--- config.mk ---
export PLATFORM = sky130hd
export DESIGN_NAME = usb_tx_serializer
export DESIGN_NICKNAME = d
export VERILOG_FILES = /design/src/rtl/usb_tx_pkg.sv /design/src/rtl/usb_tx_byte_port.sv /design/src/rtl/usb_tx_shifter.sv /design/src/rtl/usb_tx_stuff_cnt.sv /design/src/rtl/usb_tx_line_enc.sv /design/src/rtl/usb_tx_serializer.sv
export SDC_FILE = /design/constraint.sdc
export NUM_CORES = 1
export LEC_CHECK = 0
export BUFFER_PORTS_ARGS = -buffer_cell sky130_fd_sc_hd__clkbuf_2
export CORE_AREA = 2 2 61 63
export CTS_CLUSTER_SIZE = 20
export DETAILED_ROUTE_END_ITERATION = 12
export DIE_AREA = 0 0 63 65
export PLACE_DENSITY = 0.73
export SLEW_MARGIN = 0
export SYNTH_ARGS = -nofsm -noshare
export SYNTH_HDL_FRONTEND = slang
export SYNTH_HIERARCHICAL = 1
export SYNTH_SLANG_ARGS = --single-unit
--- constraint.sdc ---
create_clock -name clk -period 2.76 [get_ports clk]
set_input_delay 0.552 -clock clk [delete_from_list [all_inputs] [get_ports clk]]
set_output_delay 0.552 -clock clk [all_outputs]
set_load 0.01 [all_outputs]
--- src/rtl/usb_tx_pkg.sv ---
package usb_tx_pkg;

  typedef enum logic [2:0] {
    SYM_HOLD,
    SYM_IDLE,
    SYM_ZERO,
    SYM_ONE,
    SYM_SE0,
    SYM_J
  } sym_e;

  typedef enum logic [2:0] {
    ST_IDLE,
    ST_SYNC,
    ST_DATA,
    ST_EOPSE0,
    ST_EOPJ,
    ST_OFF
  } st_e;

endpackage

--- src/rtl/usb_tx_byte_port.sv ---
module usb_tx_byte_port #(
  parameter int W = 8
) (
  input  logic         clk,
  input  logic         rst,
  input  logic         want,
  input  logic         tx_valid,
  input  logic [W-1:0] tx_data,
  input  logic         tx_last,
  output logic         nxt,
  output logic         load,
  output logic [W-1:0] ld_data,
  output logic         ld_last
);

  logic nxt_q;

  always_ff @(posedge clk) begin
    if (rst) begin
      nxt_q <= 1'b0;
    end else begin
      nxt_q <= want && tx_valid && !nxt_q;
    end
  end

  assign nxt     = nxt_q;
  assign load    = nxt_q && tx_valid;
  assign ld_data = tx_data;
  assign ld_last = tx_last;

endmodule

--- src/rtl/usb_tx_shifter.sv ---
module usb_tx_shifter #(
  parameter int W = 8
) (
  input  logic         clk,
  input  logic         rst,
  input  logic         load,
  input  logic [W-1:0] ld_data,
  input  logic         shift,
  output logic         cur_bit,
  output logic         empty
);

  localparam int CW = $clog2(W + 1);

  logic [W-1:0]  sh;
  logic [CW-1:0] cnt;

  always_ff @(posedge clk) begin
    if (rst) begin
      sh  <= '0;
      cnt <= '0;
    end else if (load) begin
      sh  <= ld_data;
      cnt <= CW'(W);
    end else if (shift && cnt != '0) begin
      sh  <= {1'b0, sh[W-1:1]};
      cnt <= cnt - CW'(1);
    end
  end

  assign cur_bit = sh[0];
  assign empty   = (cnt == '0);

endmodule

--- src/rtl/usb_tx_stuff_cnt.sv ---
module usb_tx_stuff_cnt #(
  parameter int RUN = 6
) (
  input  logic clk,
  input  logic rst,
  input  logic clr,
  input  logic step_en,
  input  logic step_bit,
  output logic stuff_due
);

  localparam int RW = $clog2(RUN + 1);

  logic [RW-1:0] run;

  always_ff @(posedge clk) begin
    if (rst || clr) begin
      run <= '0;
    end else if (step_en) begin
      run <= step_bit ? run + RW'(1) : '0;
    end
  end

  assign stuff_due = (run == RW'(RUN));

endmodule

--- src/rtl/usb_tx_line_enc.sv ---
module usb_tx_line_enc
  import usb_tx_pkg::*;
(
  input  logic clk,
  input  logic rst,
  input  logic tick,
  input  sym_e sym,
  output logic line_dp,
  output logic line_se0,
  output logic line_oe
);

  logic lvl;

  always_ff @(posedge clk) begin
    if (rst) begin
      lvl      <= 1'b1;
      line_dp  <= 1'b1;
      line_se0 <= 1'b0;
      line_oe  <= 1'b0;
    end else if (tick) begin
      case (sym)
        SYM_IDLE: begin
          lvl      <= 1'b1;
          line_dp  <= 1'b1;
          line_se0 <= 1'b0;
          line_oe  <= 1'b0;
        end
        SYM_ZERO: begin
          lvl      <= ~lvl;
          line_dp  <= ~lvl;
          line_se0 <= 1'b0;
          line_oe  <= 1'b1;
        end
        SYM_ONE: begin
          line_dp  <= lvl;
          line_se0 <= 1'b0;
          line_oe  <= 1'b1;
        end
        SYM_SE0: begin
          line_dp  <= 1'b0;
          line_se0 <= 1'b1;
          line_oe  <= 1'b1;
        end
        SYM_J: begin
          lvl      <= 1'b1;
          line_dp  <= 1'b1;
          line_se0 <= 1'b0;
          line_oe  <= 1'b1;
        end
        default: begin
        end
      endcase
    end
  end

endmodule

--- src/rtl/usb_tx_serializer.sv ---
module usb_tx_serializer
  import usb_tx_pkg::*;
#(
  parameter int DATA_W       = 8,
  parameter int SYNC_BITS    = 8,
  parameter int STUFF_RUN    = 6,
  parameter int EOP_SE0_BITS = 2
) (
  input  logic              clk,
  input  logic              rst,
  input  logic              bit_en,
  input  logic              tx_valid,
  input  logic [DATA_W-1:0] tx_data,
  input  logic              tx_last,
  output logic              nxt,
  output logic              line_dp,
  output logic              line_se0,
  output logic              line_oe
);

  localparam int SYNC_W = $clog2(SYNC_BITS);
  localparam int EOP_W  = $clog2(EOP_SE0_BITS + 1);

  st_e               st;
  logic [SYNC_W-1:0] sync_cnt;
  logic [EOP_W-1:0]  se0_cnt;
  logic              last_q;

  logic              want;
  logic              load;
  logic [DATA_W-1:0] ld_data;
  logic              ld_last;
  logic              cur_bit;
  logic              empty;
  logic              shift;
  logic              stuff_due;
  logic              step_en;
  logic              step_bit;
  logic              clr_run;
  sym_e              sym;

  usb_tx_byte_port #(.W(DATA_W)) u_port (
    .clk      (clk),
    .rst      (rst),
    .want     (want),
    .tx_valid (tx_valid),
    .tx_data  (tx_data),
    .tx_last  (tx_last),
    .nxt      (nxt),
    .load     (load),
    .ld_data  (ld_data),
    .ld_last  (ld_last)
  );

  usb_tx_shifter #(.W(DATA_W)) u_shift (
    .clk     (clk),
    .rst     (rst),
    .load    (load),
    .ld_data (ld_data),
    .shift   (shift),
    .cur_bit (cur_bit),
    .empty   (empty)
  );

  usb_tx_stuff_cnt #(.RUN(STUFF_RUN)) u_stuff (
    .clk       (clk),
    .rst       (rst),
    .clr       (clr_run),
    .step_en   (step_en),
    .step_bit  (step_bit),
    .stuff_due (stuff_due)
  );

  usb_tx_line_enc u_line (
    .clk      (clk),
    .rst      (rst),
    .tick     (bit_en),
    .sym      (sym),
    .line_dp  (line_dp),
    .line_se0 (line_se0),
    .line_oe  (line_oe)
  );

  always_comb begin
    sym      = SYM_HOLD;
    shift    = 1'b0;
    step_en  = 1'b0;
    step_bit = 1'b0;
    want     = 1'b0;
    clr_run  = 1'b0;
    case (st)
      ST_IDLE: begin
        sym     = SYM_IDLE;
        want    = 1'b1;
        clr_run = 1'b1;
      end
      ST_SYNC: begin
        step_en = bit_en;
        if (sync_cnt == SYNC_W'(SYNC_BITS - 1)) begin
          sym      = SYM_ONE;
          step_bit = 1'b1;
        end else begin
          sym = SYM_ZERO;
        end
      end
      ST_DATA: begin
        want = empty && !stuff_due && !last_q;
        if (stuff_due) begin
          sym     = SYM_ZERO;
          step_en = bit_en;
        end else if (!empty) begin
          sym      = cur_bit ? SYM_ONE : SYM_ZERO;
          shift    = bit_en;
          step_en  = bit_en;
          step_bit = cur_bit;
        end else if (last_q) begin
          sym = SYM_SE0;
        end
      end
      ST_EOPSE0: sym = SYM_SE0;
      ST_EOPJ:   sym = SYM_J;
      ST_OFF:    sym = SYM_IDLE;
      default:   sym = SYM_HOLD;
    endcase
  end

  always_ff @(posedge clk) begin
    if (rst) begin
      st       <= ST_IDLE;
      sync_cnt <= '0;
      se0_cnt  <= '0;
      last_q   <= 1'b0;
    end else begin
      if (load) begin
        last_q <= ld_last;
      end
      case (st)
        ST_IDLE: begin
          if (load) begin
            st       <= ST_SYNC;
            sync_cnt <= '0;
          end
        end
        ST_SYNC: begin
          if (bit_en) begin
            if (sync_cnt == SYNC_W'(SYNC_BITS - 1)) begin
              st <= ST_DATA;
            end else begin
              sync_cnt <= sync_cnt + SYNC_W'(1);
            end
          end
        end
        ST_DATA: begin
          if (bit_en && !stuff_due && empty && last_q) begin
            se0_cnt <= EOP_W'(1);
            st      <= (EOP_SE0_BITS == 1) ? ST_EOPJ : ST_EOPSE0;
          end
        end
        ST_EOPSE0: begin
          if (bit_en) begin
            se0_cnt <= se0_cnt + EOP_W'(1);
            if (se0_cnt == EOP_W'(EOP_SE0_BITS - 1)) begin
              st <= ST_EOPJ;
            end
          end
        end
        ST_EOPJ: if (bit_en) st <= ST_OFF;
        ST_OFF:  if (bit_en) st <= ST_IDLE;
        default: st <= ST_IDLE;
      endcase
    end
  end

endmodule

==> results.json, run 1 <==
{
  "outcome": "completed",
  "tns_ns": 0,
  "hold_path_depth": 3,
  "finalCritPeriodShare_pct": 84.7,
  "drt_iter0_markers": 104,
  "antenna_found_initial": 0,
  "die_area_um2": 4100,
  "wl_per_cell_um": 13.2,
  "clkSinkCount": 29,
  "cp.required_ns": 2.98,
  "setup_violations": 0,
  "hold_path.class": "in -> reg",
  "h-tree-depth": 2,
  "final_common_cell": "dfxtp_1",
  "crit_path_end_kind": "flop",
  "critPathArrivalTime_ns": 2.56,
  "startpoint_type": "flop",
  "netlist_instances": 206,
  "async_flop_share_pct": 0,
  "fin_crit_ns": 2.34,
  "pwr-share-seq_pct": 52.4,
  "nets": 232,
  "yosysUniqueCellTypes": 55,
  "initial_core_util_pct": 52.4,
  "dp_hpwl_um": 2310,
  "drc": 0,
  "crit_fanout": 13,
  "slew_viol_final": 0,
  "cp_common_cell": "o21ai_0",
  "crit_chain": "inv_1 > ha_1 > or3b_4 > clkinv_4 > and3b_1 > o21ai_0 > o21ai_0 > a21bo_2 > o21ai_0 > nand4_1",
  "synth_top_flop_cell": "dfxtp_1",
  "finalWirelength_um": 3470,
  "syn_area_um2": 1830,
  "leakagePower_nw": 0.741,
  "grt_max_degree": 23,
  "synth-seq-area-share_pct": 31.7,
  "die_w_um": 63,
  "dr.pass1.iters": 4,
  "critPathTopFamily": "compound AO/OA/AOI/OAI gates",
  "ant_nets": 0,
  "regToRegSetupSlack_ns": 0.42,
  "grt_pass1_vias": 1296,
  "cts_root_buf": "clkbuf_4",
  "route.vias.total": 1476,
  "portBuffers": 16,
  "syn_area_per_cell_um2": 8.89,
  "met2WireLength_um": 1640,
  "overflow": 0,
  "critical_path_class": "reg -> reg",
  "crit_buf_inv": 2,
  "rows": 22,
  "cap_violations": 0,
  "crit_path_top_delay_cell": "dfxtp_1",
  "wl_met3_um": 111,
  "vias_per_cell": 5.63,
  "hold_end": "u_shift/sh[3]",
  "combPwrFrac_pct": 11.0,
  "cts_setup_buffers": 0,
  "grt_usage_pct": 18.0,
  "yosys_warnings": 6,
  "ios": 17,
  "antenna_cells": 0,
  "timing.slew.headroom_pct": 53.4,
  "clk_pin_slew_ns": 0.10,
  "syn_nets": 225,
  "p_clk_share_pct": 36.6,
  "powerDensity_nw_per_um2": 436,
  "rr_endpoint": "u_line/line_dp",
  "wirelength_met1_um": 1660,
  "cpPeakStageDelay_ns": 0.35,
  "finalHoldViolations": 0,
  "tightest_slew_ns": 0.698,
  "postCtsHoldBufs": 0,
  "clk_latency_ns": 0.34,
  "grt_pass1_wl_um": 5740,
  "timing.fmax_mhz": 428,
  "final_cell_count_no_fill": 262,
  "finClkSkew_ns": 0.0167,
  "p_int_w": 0.000616,
  "drive_above_1_share_pct": 24.8,
  "cts_made_buffers": 5,
  "ctsResizeCount": 0,
  "worstReg2RegStart": "u_shift/cnt[0]",
  "routed.top_layer": "met4",
  "cts_buffer_depth": 2,
  "dpl.cell_count": 254,
  "layout_common_cells": "dfxtp_1, clkbuf_2, inv_1",
  "r2r_cells": 10,
  "dpl_cell_area_um2": 1860,
  "p_total_w": 0.000840,
  "gp_congestion": 0.769,
  "die_y_um": 65,
  "ys_seq_elements": 29,
  "swShare_pct": 26.6,
  "vdd_drop_max_v": 0.000284,
  "synth_edf_count": 0,
  "areaGrowthSynthToFinish_pct": 5.12,
  "min_from": "tx_data[3]",
  "cts_tree": "yes",
  "rsz0062_at_grt": "no",
  "power.switching_w": 0.000223,
  "postLayoutCellArea_um2": 1930,
  "core_um2": 3500
}
per-stage QoR:
| stage | hold WS [ns] | setup WS (ns) | utilization, % |
|---|---|---|---|
| 2_1_floorplan | 0.449 | 0.694 | - |
| 3_3_place_gp | 0.466 | 0.469 | 53.1 |
| 3_5_place_dp | 0.473 | 0.476 | 53.1 |
| 4_1_cts | 0.427 | 0.440 | 55.1 |
| 5_1_grt | 0.443 | 0.248 | 55.1 |
| 6_report | 0.430 | 0.424 | 55.1 |
cell families (layout without fill, tap and decap cells):
kind of cell,count (synthesis),after routing,share of synthesized area [%]
flip-flops,29,29,31.7
AND/OR/NAND/NOR,68,68,22.7
buffers and inverters,37,45,11.9
XOR/XNOR,1,1,0.478
multiplexers,6,6,3.28
adder cells (fa/ha/maj),6,6,4.10
AO/OA/AOI/OAI,59,59,25.8
cells in the mapped netlist (2+ instances only):
| library cell | count | share of area, % |
|---|---|---|
| o21ai_1 | 9 | 2.5 |
| clkbuf_1 | 2 | 0.41 |
| dfxtp_1 | 29 | 32 |
| nor2b_1 | 4 | 1.4 |
| nor3_1 | 7 | 1.9 |
| a31oi_1 | 7 | 2.4 |
| nand3_1 | 3 | 0.82 |
| buf_2 | 3 | 0.82 |
| nand4b_1 | 3 | 1.4 |
| o211ai_1 | 2 | 0.82 |
| nand2_1 | 6 | 1.2 |
| a221oi_2 | 8 | 6.6 |
| or3_1 | 2 | 0.68 |
| a2bb2oi_1 | 2 | 0.96 |
| nand2b_1 | 5 | 1.7 |
| ha_1 | 6 | 4.1 |
| buf_4 | 12 | 4.9 |
| buf_6 | 3 | 1.8 |
| a21oi_1 | 9 | 2.5 |
| a211oi_1 | 3 | 1.2 |
| o21ai_0 | 7 | 1.9 |
| inv_1 | 15 | 3.1 |
| nor2_1 | 12 | 2.5 |
| mux2i_1 | 6 | 3.3 |
| and3_1 | 4 | 1.4 |
| and2_1 | 3 | 1.0 |
| nor4_1 | 2 | 0.68 |
| a31o_2 | 2 | 0.96 |
| nand3b_1 | 4 | 1.6 |
worst max-delay path by stage:
| stage | startpoint | to | slack (ns) | depth (start not counted) |
|---|---|---|---|---|
| after floorplan | u_shift/cnt[0] | u_stuff/run[2] | 0.69 | 11 |
| after global placement | u_shift/cnt[0] | u_line/line_dp | 0.47 | 10 |
| after detailed placement | u_shift/cnt[0] | u_line/line_dp | 0.48 | 10 |
| after CTS | u_shift/cnt[0] | u_line/line_dp | 0.44 | 10 |
| after global routing | u_shift/cnt[0] | u_line/line_se0 | 0.25 | 10 |
| final | u_shift/cnt[0] | u_line/line_dp | 0.42 | 10 |
power groups by stage:
stage / registers (W) / logic (W) / clock network [W]
3_5_place_dp: 0.000450 / 0.0000915 / 0
3_3_place_gp: 0.000450 / 0.0000912 / 0
6_report: 0.000440 / 0.0000921 / 0.000307
2_1_floorplan: 0.000445 / 0.0000822 / 0
4_1_cts: 0.000440 / 0.0000923 / 0.000315
5_1_grt: 0.000442 / 0.000101 / 0.000332
worst reg2reg max path, stage by stage (launching register included):
cell      delay, ns
dfxtp_1        0.35
inv_1          0.06
ha_1           0.20
or3b_4         0.34
clkinv_4       0.13
and3b_1        0.19
o21ai_0        0.12
o21ai_0        0.24
a21bo_2        0.32
o21ai_0        0.17
nand4_1        0.11
layer usage:
metal  global-route usage [%]  vias up
met5                        0        -
met4                     8.33        0
met3                     4.69        8
met2                     29.9       22
met1                     21.7      684
li1                         -      762
area by class of cell:
| cell class | count | area (um2) |
|---|---|---|
| fill | 345 | 1570 |
| multi-input combinational | 140 | 1030 |
| sequential | 29 | 581 |
| timing repair buffer | 20 | 110 |
| inverter | 17 | 71.3 |
| clock buffer | 7 | 65.1 |
| tap | 48 | 60.1 |
| clock inverter | 1 | 5.00 |
flip-flops by register name, summed over array words and instances (netlist names):
signal,flops
last_q,1
se0_cnt,2
st,3
sync_cnt,3
u_line/line_dp,1
u_line/line_oe,1
u_line/line_se0,1
u_line/lvl,1
u_port/nxt,1
u_shift/cnt,4
u_shift/sh,8
u_stuff/run,3
No activity file was read; power rests on OpenSTA's default activity.
==> run 2: changes to the inputs <==
--- a/config.mk
+++ b/config.mk
@@ -6,11 +6,11 @@
 export NUM_CORES = 1
 export LEC_CHECK = 0
 export BUFFER_PORTS_ARGS = -buffer_cell sky130_fd_sc_hd__clkbuf_2
-export CORE_AREA = 2 2 61 63
+export CORE_AREA = 2 2 62 64
 export CTS_CLUSTER_SIZE = 20
 export DETAILED_ROUTE_END_ITERATION = 12
-export DIE_AREA = 0 0 63 65
-export PLACE_DENSITY = 0.73
+export DIE_AREA = 0 0 64 66
+export PLACE_DENSITY = 0.74
 export SLEW_MARGIN = 0
 export SYNTH_ARGS = -nofsm -noshare
 export SYNTH_HDL_FRONTEND = slang
==> constraint.sdc (replaced) <==
create_clock -name clk -period 2 [get_ports clk]
set_input_delay 0.4 -clock clk [delete_from_list [all_inputs] [get_ports clk]]
set_output_delay 0.4 -clock clk [all_outputs]
set_load 0.01 [all_outputs]
==> run 2 against run 1 <==
The run now ends with negative setup slack left. Power is 31% higher. Via count is 4.8% higher. Sequential share of layout area is 2.6 points lower. Non-clock buffer count is 15 higher. Combinational power is 62% higher. Worst hold slack worse by 0.15 ns. Critical path depth stayed put.
==> results.json, run 2 (same netlist as run 1, synthesis figures left out) <==
{
  "outcome": "complete, but fails checks",
  "violations": "negative setup slack",
  "clk_latency_ns": 0.33,
  "grt_max_degree": 21,
  "clkSinkCount": 29,
  "layout_common_cells": "dfxtp_1, buf_4, clkbuf_2",
  "rows": 22,
  "postCtsHoldBufs": 0,
  "vias_per_cell": 5.58,
  "setup_slack_ns": -0.0328,
  "postLayoutCellArea_um2": 2120,
  "finalHoldViolations": 0,
  "portBuffers": 16,
  "grt_usage_pct": 18.4,
  "powerDensity_nw_per_um2": 521,
  "critical_path_class": "reg -> reg",
  "drc": 0,
  "cts_made_buffers": 5,
  "gp_congestion": 0.782,
  "clk_pin_slew_ns": 0.11,
  "drt_iter0_markers": 75,
  "fin_crit_ns": 2.03,
  "dr.pass1.iters": 4,
  "fillCellCount": 314,
  "rsz0062_at_grt": "yes",
  "initial_core_util_pct": 51.6,
  "critPathArrivalTime_ns": 2.30,
  "die_area_um2": 4220,
  "dpl_cell_area_um2": 1960,
  "cap_violations": 0,
  "ant_nets": 0,
  "largestRegisters": "u_shift/sh (8), u_shift/cnt (4)",
  "tightest_slew_ns": 0.482,
  "overflow": 0,
  "cp.required_ns": 2.27,
  "wl_per_cell_um": 13.4,
  "finalCritPeriodShare_pct": 102,
  "cts_tree": "yes",
  "timing.fmax_mhz": 492,
  "die_w_um": 64,
  "ios": 17,
  "core_um2": 3550,
  "dp_hpwl_um": 2580,
  "leakagePower_nw": 0.827,
  "hold_path.class": "in -> reg",
  "setup_violations": 1,
  "startpoint_type": "flop",
  "slew_viol_final": 0,
  "final_common_cell": "dfxtp_1",
  "grt_pass1_wl_um": 6150,
  "route.vias.total": 1547,
  "top_register": "u_shift/sh",
  "crit_path_end_kind": "flop",
  "h-tree-depth": 2,
  "finClkSkew_ns": 0.0124,
  "timing.slew.headroom_pct": 67.8,
  "crit_fanout": 6,
  "grt_pass1_vias": 1445,
  "place_ws_ns": -0.0934,
  "drive_above_1_share_pct": 38.9,
  "die_y_um": 66,
  "cts_root_buf": "clkbuf_4",
  "vdd_drop_max_v": 0.000323,
  "nets": 247,
  "cts_buffer_depth": 2,
  "antenna_cells": 0,
  "largest_reg_flops": 8,
  "finalWirelength_um": 3700,
  "areaGrowthSynthToFinish_pct": 15.5,
  "antenna_found_initial": 0
}
==> run 2: per-stage QoR <==
step	instances	power [W]	hold slack, ns	TNS (ns)	utilization [%]
6_report	277	0.00110	0.283	-0.0328	59.6
5_1_grt	277	0.00116	0.294	-0.469	59.6
4_1_cts	275	0.00111	0.274	-0.00220	56.9
3_5_place_dp	267	0.000758	0.470	-0.223	55.1
3_3_place_gp	267	0.000756	0.462	-0.0953	55.1
2_1_floorplan	206	0.000728	0.449	0	-
==> run 2: critical path, stage by stage (launching register included) <==
cell and delay, ns:
dfxtp_2 0.34, inv_2 0.06, ha_4 0.12, or3b_4 0.39, clkinv_4 0.06, and3b_2 0.19
o21ai_2 0.08, o21ai_4 0.13, a21oi_2 0.09, or3_4 0.37, a21oi_2 0.13
==> run 2: area by class of cell <==
cell class / instances / area (um2) / area share, %
clock buffers: 5 / 37.5 / 1.77
clock inverters: 3 / 17.5 / 0.828
inverters: 17 / 71.3 / 3.37
multi-input cells: 140 / 1120 / 52.9
flip-flops and latches: 29 / 583 / 27.6
well taps: 48 / 60.1 / 2.84
repair buffers: 35 / 226 / 10.7
==> run 2: what timing repair did <==
action / 4_1_cts / 5_1_grt
gates cloned: 0 / 0
hold endpoints to repair: 0 / 0
setup buffers: 0 / 2
gates resized for setup: 4 / 24
pin swaps: 0 / 9
setup endpoints to repair: 4 / 16
==> run 2: path summary, 6_finish.rpt <==
check,end,slack (ns),cells after the start,from
worst min register to register,u_line/line_dp,0.49,2,u_line/line_dp
worst min-delay path,u_shift/sh[7],0.28,3,tx_data[7]
worst max-delay path,u_line/line_se0,-0.03,10,u_shift/cnt[0]
worst max register to register,u_line/line_se0,-0.03,10,u_shift/cnt[0]
==> run 2: power by group <==
group          total (W)  switching (W)  internal, W
logic           0.000149      0.0000821    0.0000669
clock network   0.000350       0.000218     0.000132
registers       0.000604      0.0000128     0.000592
==> run 2: layer usage <==
layer / global-route usage (%) / part of all wire (%)
met1: 21.5 / 47
met2: 32.6 / 49
met3: 5.28 / 3.1
met4: 5.71 / 1.3
met5: 0 / 0
==> run 3: changes to the inputs <==
==> constraint.sdc (replaced) <==
create_clock -name clk -period 2 [get_ports clk]
set_input_delay 0.2 -clock clk [delete_from_list [all_inputs] [get_ports clk]]
set_output_delay 0.2 -clock clk [all_outputs]
set_load 0.01 [all_outputs]
==> run 3 against run 2 <==
The flow still finishes with violations (negative setup slack). Critical path depth unchanged. Non-clock buffer count increased by 8. Flip-flop and latch count unchanged. Sequential share of layout area decreased by 1.4 points. Sequential power about the same.
==> results.json, run 3 (same netlist as run 1, synthesis figures left out) <==
{
  "initial_core_util_pct": 51.6,
  "grt_pass1_vias": 1424,
  "grt_max_degree": 17,
  "fillCellCount": 299,
  "grt_pass1_wl_um": 6320,
  "dp_hpwl_um": 2620,
  "core_um2": 3550,
  "top_register": "u_shift/sh",
  "vias_per_cell": 5.65,
  "finalHoldViolations": 0,
  "antenna_cells": 0,
  "cts_made_buffers": 5,
  "layout_common_cells": "dfxtp_1, buf_4, clkbuf_2",
  "p_int_w": 0.000964,
  "cts_buffer_depth": 2,
  "crit_chain": "inv_2 > ha_4 > or3b_4 > clkinv_4 > and3b_2 > o21ai_2 > o21ai_4 > a21oi_2 > or3_1 > a21oi_1",
  "wl_per_cell_um": 14.0,
  "cpPeakStageDelay_ns": 0.40,
  "rsz0062_at_grt": "yes",
  "cp.required_ns": 2.27,
  "powerDensity_nw_per_um2": 572,
  "largest_reg_flops": 8,
  "ios": 17,
  "crit_fanout": 6,
  "combPwrFrac_pct": 12.6,
  "largestRegisters": "u_shift/sh (8), u_shift/cnt (4)",
  "violations": "negative setup slack",
  "rows": 22,
  "drive_above_1_share_pct": 41.8,
  "areaGrowthSynthToFinish_pct": 21.7,
  "crit_path_top_delay_cell": "or3b_4",
  "setup_slack_ns": -0.0567,
  "drc": 0,
  "timing.fmax_mhz": 486,
  "critPathArrivalTime_ns": 2.32,
  "clk_latency_ns": 0.33,
  "postLayoutCellArea_um2": 2230,
  "pwr-share-seq_pct": 47.4,
  "dr.pass1.iters": 4,
  "die_y_um": 66,
  "swShare_pct": 24.4,
  "tightest_slew_ns": 0.442,
  "overflow": 0,
  "finalWirelength_um": 3990,
  "cts_root_buf": "clkbuf_4",
  "crit_buf_inv": 2,
  "dpl_cell_area_um2": 1970,
  "startpoint_type": "flop",
  "gp_congestion": 0.736,
  "slew_viol_final": 0,
  "route.vias.total": 1610,
  "outcome": "complete, but fails checks",
  "critPathTopFamily": "simple AND/OR/NAND/NOR gates",
  "critical_path_class": "reg -> reg",
  "hold_path.class": "in -> reg",
  "p_clk_share_pct": 39.9,
  "utilization_pct": 62.8,
  "clkSinkCount": 29,
  "die_area_um2": 4220,
  "portBuffers": 16,
  "finClkSkew_ns": 0.00864,
  "drt_iter0_markers": 77,
  "antenna_found_initial": 0,
  "setup_violations": 5,
  "h-tree-depth": 2,
  "power.switching_w": 0.000311,
  "fin_crit_ns": 2.06,
  "leakagePower_nw": 0.883,
  "ant_nets": 0,
  "timing.slew.headroom_pct": 70.5,
  "crit_path_end_kind": "flop",
  "cap_violations": 0,
  "finalCritPeriodShare_pct": 103,
  "vdd_drop_max_v": 0.000289,
  "grt_usage_pct": 19.1,
  "cts_tree": "yes",
  "clk_pin_slew_ns": 0.10,
  "die_w_um": 64,
  "final_common_cell": "dfxtp_1",
  "nets": 255
}
run 3: cell types whose count changed in the layout (fill, tap and decap cells not counted), sizes merged:
cell      change
clkinvlp      -1
clkinv        -2
buf           +8
bufinv        +1
clkbuf        +2
run 3: timing repair:
item | 4_1_cts | 5_1_grt
setup buffers | 0 | 8
hold buffers | 0 | 0
cloned | 0 | 0
pin swaps | 0 | 13
resized for setup | 3 | 30
endpoints found under the setup margin | 4 | 19
run 3: routing by layer:
layer | part of all wire [%] | GRT usage, % | vias to the layer above
met5 | 0 | 0 | -
met4 | 0.93 | 6.52 | 0
met3 | 4.4 | 5.28 | 4
met2 | 49 | 31.1 | 31
met1 | 45 | 24.4 | 767
li1 | - | - | 808
run 3: metrics by stage:
| stage | cells | worst slack (ns) | total power, W | hold slack [ns] | setup TNS (ns) |
|---|---|---|---|---|---|
| 2_1_floorplan | 206 | 0.00639 | 0.000728 | 0.265 | 0 |
| 3_5_place_dp | 269 | -0.0775 | 0.000760 | 0.442 | -0.223 |
| 3_3_place_gp | 269 | -0.0444 | 0.000758 | 0.438 | -0.107 |
| 4_1_cts | 277 | 0.00575 | 0.00127 | 0.0868 | 0 |
| 6_report | 285 | -0.0567 | 0.00127 | 0.0920 | -0.181 |
| 5_1_grt | 285 | -0.136 | 0.00133 | 0.0977 | -1.04 |
run 3: area by class of cell:
| class | count | area, um2 | share of cell area [%] |
|---|---|---|---|
| Timing Repair Buffer | 43 | 290 | 13.0 |
| Clock inverter | 1 | 30.0 | 1.35 |
| Clock buffer | 7 | 55.1 | 2.47 |
| Inverter | 17 | 73.8 | 3.31 |
| Tap cell | 48 | 60.1 | 2.69 |
| Multi-Input combinational cell | 140 | 1140 | 51.0 |
| Sequential cell | 29 | 583 | 26.2 |
run 3: power by group through the flow:
stage / clock network, W / registers, W / logic (W)
after floorplan: 0 / 0.000614 / 0.000114
after global placement: 0 / 0.000615 / 0.000143
after detailed placement: 0 / 0.000615 / 0.000145
after CTS: 0.000520 / 0.000603 / 0.000146
after global routing: 0.000545 / 0.000606 / 0.000176
final: 0.000509 / 0.000604 / 0.000161
run 3: worst paths after layout:
path | start | slack, ns | cells past startpoint | end
max | u_shift/cnt[0] | -0.06 | 10 | u_line/line_se0
min | tx_data[3] | 0.09 | 3 | u_shift/sh[3]
max reg2reg | u_shift/cnt[0] | -0.06 | 10 | u_line/line_se0
min reg2reg | u_line/line_se0 | 0.49 | 2 | u_line/line_se0
run 3: worst min-delay path: cells and delay by family:
family                 cells  cell delay, ns
AOI/OAI and AO/OA          1            0.05
buffers and inverters      2            0.13
